===== src/rtl/ao_pkg.sv =====
package ao_pkg;
  typedef enum logic {
    ORDER_MSB = 1'b0,
    ORDER_LSB = 1'b1
  } bit_order_e;

  typedef enum logic {
    WS_SQUARE = 1'b0,
    WS_PULSE  = 1'b1
  } ws_style_e;
endpackage


===== src/rtl/ao_frame_timer.sv =====
// Bit-slot and half-slot counter; two clocks per slot, low half first.
module ao_frame_timer #(
  parameter int SLOT_W = 8
) (
  input  logic              clk,
  input  logic              rst_n,
  input  logic              run,
  input  logic [SLOT_W-1:0] last_slot,
  output logic              phase,
  output logic [SLOT_W-1:0] slot,
  output logic              boundary
);
  assign boundary = run && phase && (slot == last_slot);

  always_ff @(posedge clk or negedge rst_n) begin
    if (!rst_n) begin
      phase <= 1'b0;
      slot  <= '0;
    end else if (!run) begin
      phase <= 1'b0;
      slot  <= '0;
    end else if (!phase) begin
      phase <= 1'b1;
    end else begin
      phase <= 1'b0;
      slot  <= (slot == last_slot) ? '0 : slot + SLOT_W'(1);
    end
  end
endmodule


===== src/rtl/ao_pair_buf.sv =====
// One waiting pair plus the pair on air; repeats on underrun.
module ao_pair_buf #(
  parameter int SAMPLE_W = 32
) (
  input  logic                clk,
  input  logic                rst_n,
  input  logic                start,
  input  logic                act,
  input  logic                boundary,
  input  logic                in_valid,
  input  logic [SAMPLE_W-1:0] in_left,
  input  logic [SAMPLE_W-1:0] in_right,
  output logic                in_ready,
  output logic [SAMPLE_W-1:0] cur_left,
  output logic [SAMPLE_W-1:0] cur_right,
  output logic                underrun
);
  logic                have_q;
  logic [SAMPLE_W-1:0] nxt_left, nxt_right;

  assign in_ready = act && !have_q && !boundary;

  always_ff @(posedge clk or negedge rst_n) begin
    if (!rst_n) begin
      have_q    <= 1'b0;
      nxt_left  <= '0;
      nxt_right <= '0;
      cur_left  <= '0;
      cur_right <= '0;
      underrun  <= 1'b0;
    end else begin
      underrun <= 1'b0;
      if (start) begin
        have_q    <= 1'b0;
        cur_left  <= '0;
        cur_right <= '0;
      end else if (act) begin
        if (boundary) begin
          if (have_q) begin
            cur_left  <= nxt_left;
            cur_right <= nxt_right;
            have_q    <= 1'b0;
          end else begin
            underrun <= 1'b1;
          end
        end else if (in_valid && in_ready) begin
          nxt_left  <= in_left;
          nxt_right <= in_right;
          have_q    <= 1'b1;
        end
      end
    end
  end
endmodule


===== src/rtl/ao_slot_mux.sv =====
// Combinational slot decoder: data bit and word-select level of a slot.
module ao_slot_mux #(
  parameter int SAMPLE_W = 32,
  parameter int SLOT_W   = 8
) (
  input  logic [SLOT_W-1:0]           slot,
  input  logic [SLOT_W-1:0]           last_slot,
  input  logic [SLOT_W-1:0]           left_slot,
  input  logic [SLOT_W-1:0]           right_slot,
  input  logic [$clog2(SAMPLE_W)-1:0] stop,
  input  logic                        lsb_first,
  input  logic                        ws_pol,
  input  logic                        ws_pulse,
  input  logic [SAMPLE_W-1:0]         left,
  input  logic [SAMPLE_W-1:0]         right,
  output logic                        sd,
  output logic                        ws
);
  localparam int SW = $clog2(SAMPLE_W);
  localparam int CW = ((SLOT_W > SW) ? SLOT_W : SW) + 1;

  logic [CW-1:0]   stop_x, off_l, off_r;
  logic            hit_l, hit_r;
  logic [SW-1:0]   idx_l, idx_r;
  logic [SLOT_W:0] half;
  logic            active;

  assign stop_x = CW'(stop);
  assign off_l  = CW'(slot) - CW'(left_slot);
  assign off_r  = CW'(slot) - CW'(right_slot);
  assign hit_l  = (slot >= left_slot)  && (off_l <= stop_x);
  assign hit_r  = (slot >= right_slot) && (off_r <= stop_x);
  assign idx_l  = lsb_first ? off_l[SW-1:0] : SW'(SAMPLE_W - 1) - off_l[SW-1:0];
  assign idx_r  = lsb_first ? off_r[SW-1:0] : SW'(SAMPLE_W - 1) - off_r[SW-1:0];

  always_comb begin
    if (hit_l)      sd = left[idx_l];
    else if (hit_r) sd = right[idx_r];
    else            sd = 1'b0;
  end

  assign half   = ({1'b0, last_slot} + {{SLOT_W{1'b0}}, 1'b1}) >> 1;
  assign active = ws_pulse ? (slot == '0) : ({1'b0, slot} < half);
  assign ws     = active ^ ~ws_pol;
endmodule


===== src/rtl/ser_audio_tx.sv =====
module ser_audio_tx #(
  parameter int SAMPLE_W = 32,
  parameter int SLOT_W   = 8
) (
  input  logic                        clk,
  input  logic                        rst_n,
  input  logic                        en,
  input  logic [SLOT_W-1:0]           cfg_last_slot,
  input  logic [SLOT_W-1:0]           cfg_left_slot,
  input  logic [SLOT_W-1:0]           cfg_right_slot,
  input  logic [$clog2(SAMPLE_W)-1:0] cfg_stop,
  input  logic                        cfg_lsb_first,
  input  logic                        cfg_ws_pol,
  input  logic                        cfg_ws_pulse,
  input  logic                        cfg_launch_rise,
  input  logic                        in_valid,
  output logic                        in_ready,
  input  logic [SAMPLE_W-1:0]         in_left,
  input  logic [SAMPLE_W-1:0]         in_right,
  output logic                        sck_o,
  output logic                        ws_o,
  output logic                        sd_o,
  output logic                        underrun_o
);
  import ao_pkg::*;
  localparam int SW = $clog2(SAMPLE_W);

  logic              run_q, start, act, boundary, phase;
  logic [SLOT_W-1:0] slot;
  logic [SLOT_W-1:0] last_q, lpos_q, rpos_q;
  logic [SW-1:0]     stop_q;
  bit_order_e        order_q;
  ws_style_e         style_q;
  logic              pol_q, launch_q;
  logic [SAMPLE_W-1:0] cur_left, cur_right;
  logic              sd_now, ws_now, sd_dly, ws_dly;

  assign start = en && !run_q;
  assign act   = en && run_q;

  always_ff @(posedge clk or negedge rst_n) begin
    if (!rst_n) run_q <= 1'b0;
    else        run_q <= en;
  end

  // Settings are captured only at enable and at frame boundaries.
  always_ff @(posedge clk or negedge rst_n) begin
    if (!rst_n) begin
      last_q   <= '0;
      lpos_q   <= '0;
      rpos_q   <= '0;
      stop_q   <= '0;
      order_q  <= ORDER_MSB;
      style_q  <= WS_SQUARE;
      pol_q    <= 1'b0;
      launch_q <= 1'b0;
    end else if (start || (boundary && en)) begin
      last_q   <= cfg_last_slot;
      lpos_q   <= cfg_left_slot;
      rpos_q   <= cfg_right_slot;
      stop_q   <= cfg_stop;
      order_q  <= bit_order_e'(cfg_lsb_first);
      style_q  <= ws_style_e'(cfg_ws_pulse);
      pol_q    <= cfg_ws_pol;
      launch_q <= cfg_launch_rise;
    end
  end

  ao_frame_timer #(.SLOT_W(SLOT_W)) u_timer (
    .clk      (clk),
    .rst_n    (rst_n),
    .run      (run_q),
    .last_slot(last_q),
    .phase    (phase),
    .slot     (slot),
    .boundary (boundary)
  );

  ao_pair_buf #(.SAMPLE_W(SAMPLE_W)) u_buf (
    .clk      (clk),
    .rst_n    (rst_n),
    .start    (start),
    .act      (act),
    .boundary (boundary),
    .in_valid (in_valid),
    .in_left  (in_left),
    .in_right (in_right),
    .in_ready (in_ready),
    .cur_left (cur_left),
    .cur_right(cur_right),
    .underrun (underrun_o)
  );

  ao_slot_mux #(.SAMPLE_W(SAMPLE_W), .SLOT_W(SLOT_W)) u_mux (
    .slot      (slot),
    .last_slot (last_q),
    .left_slot (lpos_q),
    .right_slot(rpos_q),
    .stop      (stop_q),
    .lsb_first (order_q == ORDER_LSB),
    .ws_pol    (pol_q),
    .ws_pulse  (style_q == WS_PULSE),
    .left      (cur_left),
    .right     (cur_right),
    .sd        (sd_now),
    .ws        (ws_now)
  );

  // Rising-edge launch: hold the high-half value through the next low half.
  always_ff @(posedge clk or negedge rst_n) begin
    if (!rst_n) begin
      sd_dly <= 1'b0;
      ws_dly <= 1'b1;
    end else if (start) begin
      sd_dly <= 1'b0;
      ws_dly <= ~cfg_ws_pol;
    end else if (run_q && phase) begin
      sd_dly <= sd_now;
      ws_dly <= ws_now;
    end
  end

  always_comb begin
    if (!run_q) begin
      sck_o = 1'b0;
      sd_o  = 1'b0;
      ws_o  = ~cfg_ws_pol;
    end else begin
      sck_o = phase;
      if (launch_q && !phase) begin
        sd_o = sd_dly;
        ws_o = ws_dly;
      end else begin
        sd_o = sd_now;
        ws_o = ws_now;
      end
    end
  end
endmodule


===== config.mk =====
export PLATFORM = sky130hd
export DESIGN_NAME = ser_audio_tx
export DESIGN_NICKNAME = d
export VERILOG_FILES = /design/src/rtl/ao_pkg.sv /design/src/rtl/ao_frame_timer.sv /design/src/rtl/ao_pair_buf.sv /design/src/rtl/ao_slot_mux.sv /design/src/rtl/ser_audio_tx.sv
export SDC_FILE = /design/constraint.sdc
export NUM_CORES = 1
export LEC_CHECK = 0
export BUFFER_PORTS_ARGS = -buffer_cell sky130_fd_sc_hd__buf_4
export CORE_ASPECT_RATIO = 0.8
export CORE_MARGIN = 2
export CORE_UTILIZATION = 63
export CTS_CLUSTER_DIAMETER = 150
export DETAILED_ROUTE_END_ITERATION = 12
export PLACE_DENSITY = 0.85
export SETUP_SLACK_MARGIN = 0.5
export SYNTH_ARGS = -nofsm -noshare
export SYNTH_HDL_FRONTEND = slang
export SYNTH_SLANG_ARGS = --single-unit

===== constraint.sdc =====
create_clock -name clk -period 9.25 [get_ports clk]
set_input_delay 0.925 -clock clk [delete_from_list [all_inputs] [get_ports clk]]
set_output_delay 0.925 -clock clk [all_outputs]
set_load 0.005 [all_outputs]

# --- After elaboration in Yosys (flattened, before gate mapping) ---
# Index checks and enable logic that the tools add are counted.
# Widths: inputs -> output; s select.
classes:
  n_bitwise: 5
  mux: 39
  addsub: 6
  magnitude_cmp: 7
  n_reduce_logical: 25
  n_eq_ne: 2
ops:
  columns: ["cell", "n"]
  rows:
  - ["$mux 32", 8]
  - ["$mux 1", 24]
  - ["$mux 8", 3]
  - ["$le 9x5->1", 2]
  - ["$sub 8x8->9", 2]
  - ["$ge 8x8->1", 2]
  - ["$lt 5x6->1 const B", 2]
  - ["$logic_and 1x1->1", 11]
  - ["$bmux 1 s5", 2]
  - ["$mux 5", 2]
  - ["$sub 5x5->5 const A", 2]
  - ["$add 8x1->9 const B", 1]
  - ["$add 8x1->8 const B", 1]
  - ["$eq 8x8->1", 1]
  - ["$logic_not 8->1", 1]
  - ["$lt 8x8->1", 1]
  - ["$reduce_bool 2->1", 4]
  - ["$logic_not 1->1", 4]
  - ["$not 1->1", 4]
  - ["$reduce_and 4->1", 1]
  - ["$reduce_and 3->1", 1]
  - ["$reduce_bool 3->1", 1]
  - ["$ne 2x1->1 const B", 1]
  - ["$reduce_and 2->1", 1]
  - ["other kinds (2)", 2]
word_totals:
  in_bits: 101
  reg_bits: 175
  elab_cells: 103

# --- Longest topological paths before layout ---
# Gate-level depths: netlist (run 1).
logic_depth:
  ltp_word: 9
  depth_mapped: 16
  ltp_nobuf: 16

# --- Hierarchy ---
# A second synthesis (run 1) with hierarchy kept.
unflattened:
  hier_cells: 820
  area_unflattened_um2: 9545.4
by_module_without_submodules:
  columns: ["module", "seq_area_each_um2", "cells_each", "area_each_um2", "instances"]
  rows:
  - ["ao_pair_buf", 3253.1, 421, 5434.0, 1]
  - ["ao_slot_mux", 0.0, 245, 2099.5, 1]
  - ["ser_audio_tx", 902.1, 92, 1448.9, 1]
  - ["ao_frame_timer", 225.2, 62, 563.0, 1]

# --- Least setup slack after synthesis (run 1) ---
# Ideal clock, no wire load.
synth_path:
  kind: "reg-to-output"
  from: "reg u_timer.slot[0]"
  to: "out sd_o"
  path_slack_ns: 5.352
  arrival_ns: 2.973
  n_path_buf: 0
  path_stages_with_launch: 17
  path_cell_list: "dfrtp_1 -> inv_1 -> ha_1 -> inv_1 -> fa_1 -> a211oi_1 -> nor2_1 -> nor2_1 -> ha_1 -> nand2_1 -> a21oi_1 -> a211oi_1 -> a31oi_1 -> nor4_1 -> nand4_1 -> o31a_1 -> a21oi_1"
synth_via:
  elab_chain_len: 9
  word_cells_on_any_way: 20
  classes_between: "add/sub (4); order compare (4); mux (10); reduce/logical (2)"
synth_lines:
  columns: ["item", "line", "text"]
  rows:
  - ["start, declared", "ao_frame_timer.sv:10", "output logic [SLOT_W-1:0] slot,"]
  - ["start signal, assigned", "ao_frame_timer.sv:26", "slot <= (slot == last_slot) ? '0 : slot + SLOT_W'(1);"]
  - ["$sub 8x8->9", "ao_slot_mux.sv:30", "assign off_r = CW'(slot) - CW'(right_slot);"]
  - ["$sub 5x5->5", "ao_slot_mux.sv:34", "assign idx_r = lsb_first ? off_r[SW-1:0] : SW'(SAMPLE_W - 1) - off_r[SW-1:0];"]
  - ["$mux 5", "ao_slot_mux.sv:34", null]
  - ["$bmux 1 s5", "ao_slot_mux.sv:38", "else if (hit_r) sd = right[idx_r];"]
  - ["$mux 1 (not written as such)", "ao_slot_mux.sv:38", null]
  - ["$mux 1", "ao_slot_mux.sv:38", null]
  - ["$mux 1 *", "ao_slot_mux.sv:37", "if (hit_l) sd = left[idx_l];"]
  - ["$mux 1 *", "ser_audio_tx.sv:130", "if (launch_q && !phase) begin"]
  - ["$mux 1 *", "ser_audio_tx.sv:124", "if (!run_q) begin"]
  - ["end, declared", "ser_audio_tx.sv:22", "output logic sd_o,"]
# Every way passes the cells marked *; elsewhere a longest branch is shown, timed or not. The select of a mux whose other input is x is not followed.

# --- Final worst setup path (run 1) ---
# Same ends and word-level chain as after synthesis.

==> flow_summary.toml, run 1 <==
[status]
outcome = "finished clean"

[synth]
synth_cell_types = 55
synth_nets = 925
synth-seq-cells = 175
seq_area_frac_synth = 0.499
synth_edf_count = 0
synthAdderAreaFrac = 0.0559
synth_top_flop_cell = "dfrtp_1"
syn_inst = 786
muxShareOfSynthArea = 0.183
async_reset_ff_frac = 1.00
synth_top_family_by_area = "multiplexers"
yosys.area_share.simple = 0.111
synth.avg_cell_area_um2 = 11.2
ys_warn_count = 0
synth_xor_xnor_area_share = 0.0390
synth_area_mm2 = 0.00878
synth-compound-area-share = 0.0842

[min_path]
min_path_cells = 2
worstHoldStart = "u_buf.nxt_left[7]"
hold_class = "flop to flop"

[worst_setup_path]
crit_chain = "inv_1 -> ha_1 -> inv_1 -> fa_1 -> a211oi_1 -> nor2_1 -> nor2_1 -> ha_1 -> nand2_1 -> a21oi_1 -> a211oi_1 -> a31oi_1 -> nor4_1 -> nand4_1 -> o31a_1 -> a21oi_1 -> buf_4"
rr_worst_depth = 16
crit_path_top_delay_cell = "dfrtp_1"
cp_max_fo = 7
setup.worst_path.start_class = "flop"
cp-end-kind = "primary output"
endpoint = "sd_o"
crit_start = "u_timer.slot[0]"
worstPathRequired_ns = 8.33
max_stage_delay_ns = 0.45
reg2reg_from = "u_timer.slot[0]"
cp.arrival_ns = 3.98
r2r_end = "sd_dly"
setup.worst_path.class = "flop to primary output"
r2r_slack_ns = 5.78

[global_routing]
grtUsageTotal = 0.279
overflow = 0
grt_max_degree = 129
grt_pass1_wl_um = 32200
antenna_found_initial = 0
grt_pass1_vias = 6549

[route]
via_per_inst = 5.94
wirelength_um = 19300
drt-initial-drc-count = 452
dr.pass1.iters = 7
wl_per_cell_um = 18.0
vias = 6360
drcViolationCount = 0
drtAntennaViolNets = 0

[clock_network]
cts_setup_buffers = 0
cts_buffer_depth = 2
numCtsBuffers = 17
ctsResizeCount = 0
cts-root-buf = "clkbuf_16"
clock-sinks = 175
htree_num_levels = 4
cts_tree = "yes"
clkTransAtPathRegs_ns = 0.07
cts_hold_buf = 0
clock_latency_ns = 0.44

[timing]
tightestPinTransition_ns = 1.10
period_needed_ns = 4.90
drv_slew = 0
fin_setup_tns_ns = 0
fin_skew_ns = 0.00729
finalSetupViolations = 0
slew_headroom = 0.270
timing.fmax_mhz = 204
min_period_over_period = 0.530
rsz0062_at_grt = "no"
hold_viol = 0

[die]
chipHeight_um = 110
ioPinCount = 106
fp.coreArea_mm2 = 0.0136
die_area_mm2 = 0.0149
initial_core_util = 0.646
std_cell_rows = 38
fp.dieW_um = 136

[placement]
port_buffers = 105
gp_congestion = 0.893
place_area_mm2 = 0.00968
hpwl_um = 13100

[flow_run]
cap_violations = 0

[finish]
post-route-cell-area_mm2 = 0.0103
layout-drive-gt1-share = 0.286
area_growth_pct = 17.2
nets = 1018
n_antenna_cell = 0

[power_and_ir_drop]
ir_drop_mv = 0.157
power_leakage_nw = 4.79
power_density_mw_per_mm2 = 203
[area by class of cell]
cell class | instances | area, um2
clock buffer | 17 | 425
tap | 180 | 225
multi-input combinational | 550 | 4160
timing repair buffer | 109 | 822
fill | 873 | 3310
clock inverter | 14 | 181
sequential | 175 | 4380
inverter | 26 | 97.6
[flip-flops by register name, summed over array words and instances, names as in the netlist, 5 cells and up]
register and cells:
u_buf.nxt_right 32, u_timer.slot 8, last_q 8, u_buf.cur_left 32, rpos_q 8, u_buf.nxt_left 32, stop_q 5, lpos_q 8
u_buf.cur_right 32
[critical path: cells and delay by family, from the launching register on]
kind                       cells  cell delay [ns]
and+or+nand+nor                5             0.94
adders and majority gates      3             0.91
AOI/OAI and AO/OA              6             0.89
DFF                            1             0.45
buffers and inverters          3             0.34
[Yosys cell counts (2+ instances only)]
cell | count | share of area
dfrtp_1 | 174 | 0.50
nand2_1 | 145 | 0.062
mux2_2 | 98 | 0.13
o21ai_0 | 87 | 0.050
ha_1 | 36 | 0.051
nor2_1 | 27 | 0.012
inv_1 | 26 | 0.011
clkbuf_1 | 21 | 0.0090
xor2_1 | 16 | 0.016
buf_2 | 12 | 0.0068
nand3_1 | 12 | 0.0068
mux2i_1 | 11 | 0.013
nand2b_1 | 11 | 0.0078
xnor2_1 | 11 | 0.011
a21oi_1 | 9 | 0.0051
mux4_1 | 8 | 0.024
mux4_2 | 8 | 0.021
and3_1 | 6 | 0.0043
a211oi_1 | 5 | 0.0043
nor2b_1 | 5 | 0.0036
a21o_1 | 4 | 0.0034
nor4_1 | 4 | 0.0028
o211ai_1 | 4 | 0.0034
nor3_1 | 3 | 0.0017
o22ai_1 | 3 | 0.0021
a21boi_0 | 2 | 0.0017
a31oi_1 | 2 | 0.0014
and2_1 | 2 | 0.0014
and4_1 | 2 | 0.0020
fa_1 | 2 | 0.0046
nand3b_1 | 2 | 0.0017
nand4_1 | 2 | 0.0014
nor4b_1 | 2 | 0.0020
o31a_1 | 2 | 0.0020
or2_2 | 2 | 0.0014
[cell families (layout without fill, tap and decap cells)]
group | count (synthesis) | in the layout
buffers and inverters | 61 | 166
flip-flops | 175 | 175
AO/OA/AOI/OAI | 130 | 130
XOR/XNOR | 32 | 32
AND/OR/NAND/NOR | 225 | 225
multiplexers | 125 | 125
adder cells (fa/ha/maj) | 38 | 38
[metrics by stage]
step | util | total power [mW] | setup WS [ns] | hold slack, ns | cells
finish | 0.757 | 2.09 | 4.35 | 0.478 | 1071
global route | 0.757 | 2.19 | 3.98 | 0.520 | 1071
CTS | 0.757 | 2.10 | 4.35 | 0.484 | 1071
detailed placement | 0.712 | 1.35 | 4.87 | 0.466 | 1040
global placement | 0.712 | 1.32 | 5.01 | 0.463 | 1040
floorplan | - | 1.22 | 5.35 | 0.444 | 786
[worst min-delay path by stage]
stage                           to  slack (ns)
5_1_grt         u_buf.cur_left[24]        0.52
3_3_place_gp   u_buf.cur_right[26]        0.46
3_5_place_dp     u_buf.cur_left[2]        0.47
6_report         u_buf.cur_left[7]        0.48
2_1_floorplan    u_buf.cur_left[0]        0.44
4_1_cts          u_buf.cur_left[7]        0.48
[placed cells by master, fill, tap and decap left out, types with 9 or more instances in the layout]
cell type,netlist,final
buf_4,0,108
ha_1,36,36
nand2_1,145,144
mux2_2,98,98
xor2_1,16,16
nand2b_1,11,10
clkbuf_16,0,17
o21ai_0,87,87
nand3_1,12,12
mux2i_1,11,11
inv_1,26,26
a21oi_1,9,9
xnor2_1,11,11
dfrtp_1,174,174
nor2_1,27,27
[power breakdown]
group	internal, mW	switching, mW	leakage, nW
clock network	0.430	0.311	0.300
logic	0.223	0.193	2.26
registers	0.865	0.0711	2.23
total	1.52	0.575	4.79
[per-layer routing]
layer / wire [um] / track usage / part of all wire
met5: 0 / 0 / 0
met4: 387 / 0.0952 / 0.020
met3: 1180 / 0.0682 / 0.061
met2: 9280 / 0.452 / 0.48
met1: 8410 / 0.374 / 0.44
No activity file was read; power rests on OpenSTA's default activity.
==> inputs of run 2 (changes only) <==
- CORE_UTILIZATION: 63 -> 59
- PLACE_DENSITY: 0.85 -> 0.81
- clock period: 9.25 -> 4.6 ns (I/O delays scaled with it)
==> run 2 against run 1 <==
Register-to-register slack lost 4.5 ns. Via count is 1.7% lower. First-iteration DRC count is 13% lower. Combinational power increased by 120%. Final cell count increased by 1.3%. Sequential share of layout area shrank 0.55 points. Power rose by 96%. Clock skew increased by 0.0052 ns. Cell area rose by 1.4%. Clock power up 78%.
==> flow_summary.toml, run 2 (synthesis results as in run 1) <==
[die]
fp.coreArea_mm2 = 0.0144
ioPinCount = 106
initial_core_util = 0.610
chipHeight_um = 113
std_cell_rows = 39
die_area_mm2 = 0.0159
fp.dieW_um = 140

[placement]
gp_congestion = 0.887
place_area_mm2 = 0.00970
port_buffers = 105
hpwl_um = 12900

[worst_setup_path]
max_stage_delay_ns = 0.52
cp.arrival_ns = 3.50
r2r_end = "sd_dly"
reg2reg_from = "u_timer.slot[2]"
cp_max_fo = 9
crit_start = "u_timer.slot[2]"
rr_worst_depth = 11
cp-end-kind = "primary output"
worstPathRequired_ns = 4.14
crit_chain = "ha_1 -> o21ai_0 -> a21oi_1 -> o311ai_1 -> mux2_2 -> a22oi_1 -> nor4_2 -> o31a_1 -> a21oi_2 -> buf_4"
setup.worst_path.start_class = "flop"
crit_path_top_delay_cell = "dfrtp_1"
r2r_slack_ns = 1.33
setup.worst_path.class = "flop to primary output"

[timing]
period_needed_ns = 3.96
min_period_over_period = 0.860
finalSetupViolations = 0
hold_viol = 0
fin_setup_tns_ns = 0
fin_skew_ns = 0.0125
slew_headroom = 0.280
drv_slew = 0
tightestPinTransition_ns = 1.08
rsz0062_at_grt = "no"
timing.fmax_mhz = 253

[clock_network]
htree_num_levels = 4
clkTransAtPathRegs_ns = 0.06
clock-sinks = 175
cts_buffer_depth = 2
clock_latency_ns = 0.44
cts-root-buf = "clkbuf_16"
numCtsBuffers = 17
cts_tree = "yes"

[finish]
multi_input_area_mm2 = 0.00429
fillers = 986
post-route-cell-area_mm2 = 0.0104
nets = 1029
area_growth_pct = 18.8
layout-drive-gt1-share = 0.316
n_antenna_cell = 0
layout_common_cells = "171 x dfrtp_1, 143 x nand2_1, 119 x buf_4"
seqCellArea_mm2 = 0.00438
final_common_cell = "dfrtp_1"

[global_routing]
overflow = 0
grt_max_degree = 129
antenna_found_initial = 1
grt_pass1_wl_um = 30700
grt_pass1_vias = 6225
grtUsageTotal = 0.244

[route]
drcViolationCount = 0
via_per_inst = 5.76
drtAntennaViolNets = 0
vias = 6251
drt-initial-drc-count = 391
wirelength_um = 18500
dr.pass1.iters = 5
wl_per_cell_um = 17.0

[power_and_ir_drop]
power_density_mw_per_mm2 = 394
clockPowerShare = 0.321
pwr-share-seq = 0.457
power_leakage_nw = 4.80
internal_power_mw = 2.94
ir_drop_mv = 0.309
p_sw_mw = 1.16
pwr-share-comb = 0.221
swShare = 0.283

[min_path]
hold_class = "primary input to asynchronous set/reset pin"

[flow_run]
cap_violations = 0

[status]
outcome = "finished clean"
-- run 2: per-layer routing --
layer  vias up  share of wire  GRT usage
met5         -        0.00043          0
met4         2          0.015     0.0741
met3        28          0.055     0.0546
met2       179           0.45      0.367
met1      3098           0.48      0.360
li1       2944              -          -
-- run 2: critical path, delay by kind of cell, from the launching register on --
family | cells | cell delay, ns
AO/OA/AOI/OAI | 6 | 1.46
adder cells (fa/ha/maj) | 1 | 0.47
buffers and inverters | 1 | 0.12
flip-flops | 1 | 0.52
multiplexers | 1 | 0.38
AND/OR/NAND/NOR | 1 | 0.11
-- run 2: final cells by class --
cell class	count	share of cell area
Tap cell	184	0.0221
Inverter	26	0.00959
Multi-Input combinational cell	550	0.411
Clock inverter	10	0.00768
Clock buffer	20	0.0428
Timing Repair Buffer	120	0.0867
Sequential cell	175	0.420
-- run 2: worst max-delay path by stage --
stage	slack (ns)	cells after the start	endpoint
2_1_floorplan	1.17	16	sd_o
3_3_place_gp	0.82	17	sd_o
3_5_place_dp	0.60	17	sd_o
4_1_cts	0.52	17	sd_o
5_1_grt	0.48	14	sd_o
6_report	0.64	10	sd_o
-- run 2: power groups by stage --
stage	combinational [mW]	sequential [mW]	clock, mW
4_1_cts	0.858	1.87	1.34
3_3_place_gp	0.797	1.89	0
6_report	0.909	1.88	1.32
5_1_grt	1.00	1.90	1.40
3_5_place_dp	0.832	1.90	0
2_1_floorplan	0.616	1.84	0
-- run 2: timing repair --
action | in CTS | in global routing
setup buffers | 2 | 7
endpoints found under the hold margin | 0 | 0
pin swaps | 3 | 10
hold buffers | 0 | 0
endpoints found under the setup margin | 1 | 1
resized for setup | 6 | 22
-- run 2: metrics by stage --
| step | cells | setup WS, ns | power (mW) | hold WS (ns) | util |
|---|---|---|---|---|---|
| global placement | 1046 | 0.822 | 2.69 | 0.459 | 0.674 |
| floorplan | 786 | 1.17 | 2.46 | 0.164 | - |
| detailed placement | 1046 | 0.595 | 2.73 | 0.465 | 0.674 |
| CTS | 1078 | 0.522 | 4.07 | 0.158 | 0.713 |
| finish | 1085 | 0.645 | 4.11 | 0.113 | 0.725 |
| global route | 1085 | 0.479 | 4.31 | 0.181 | 0.725 |
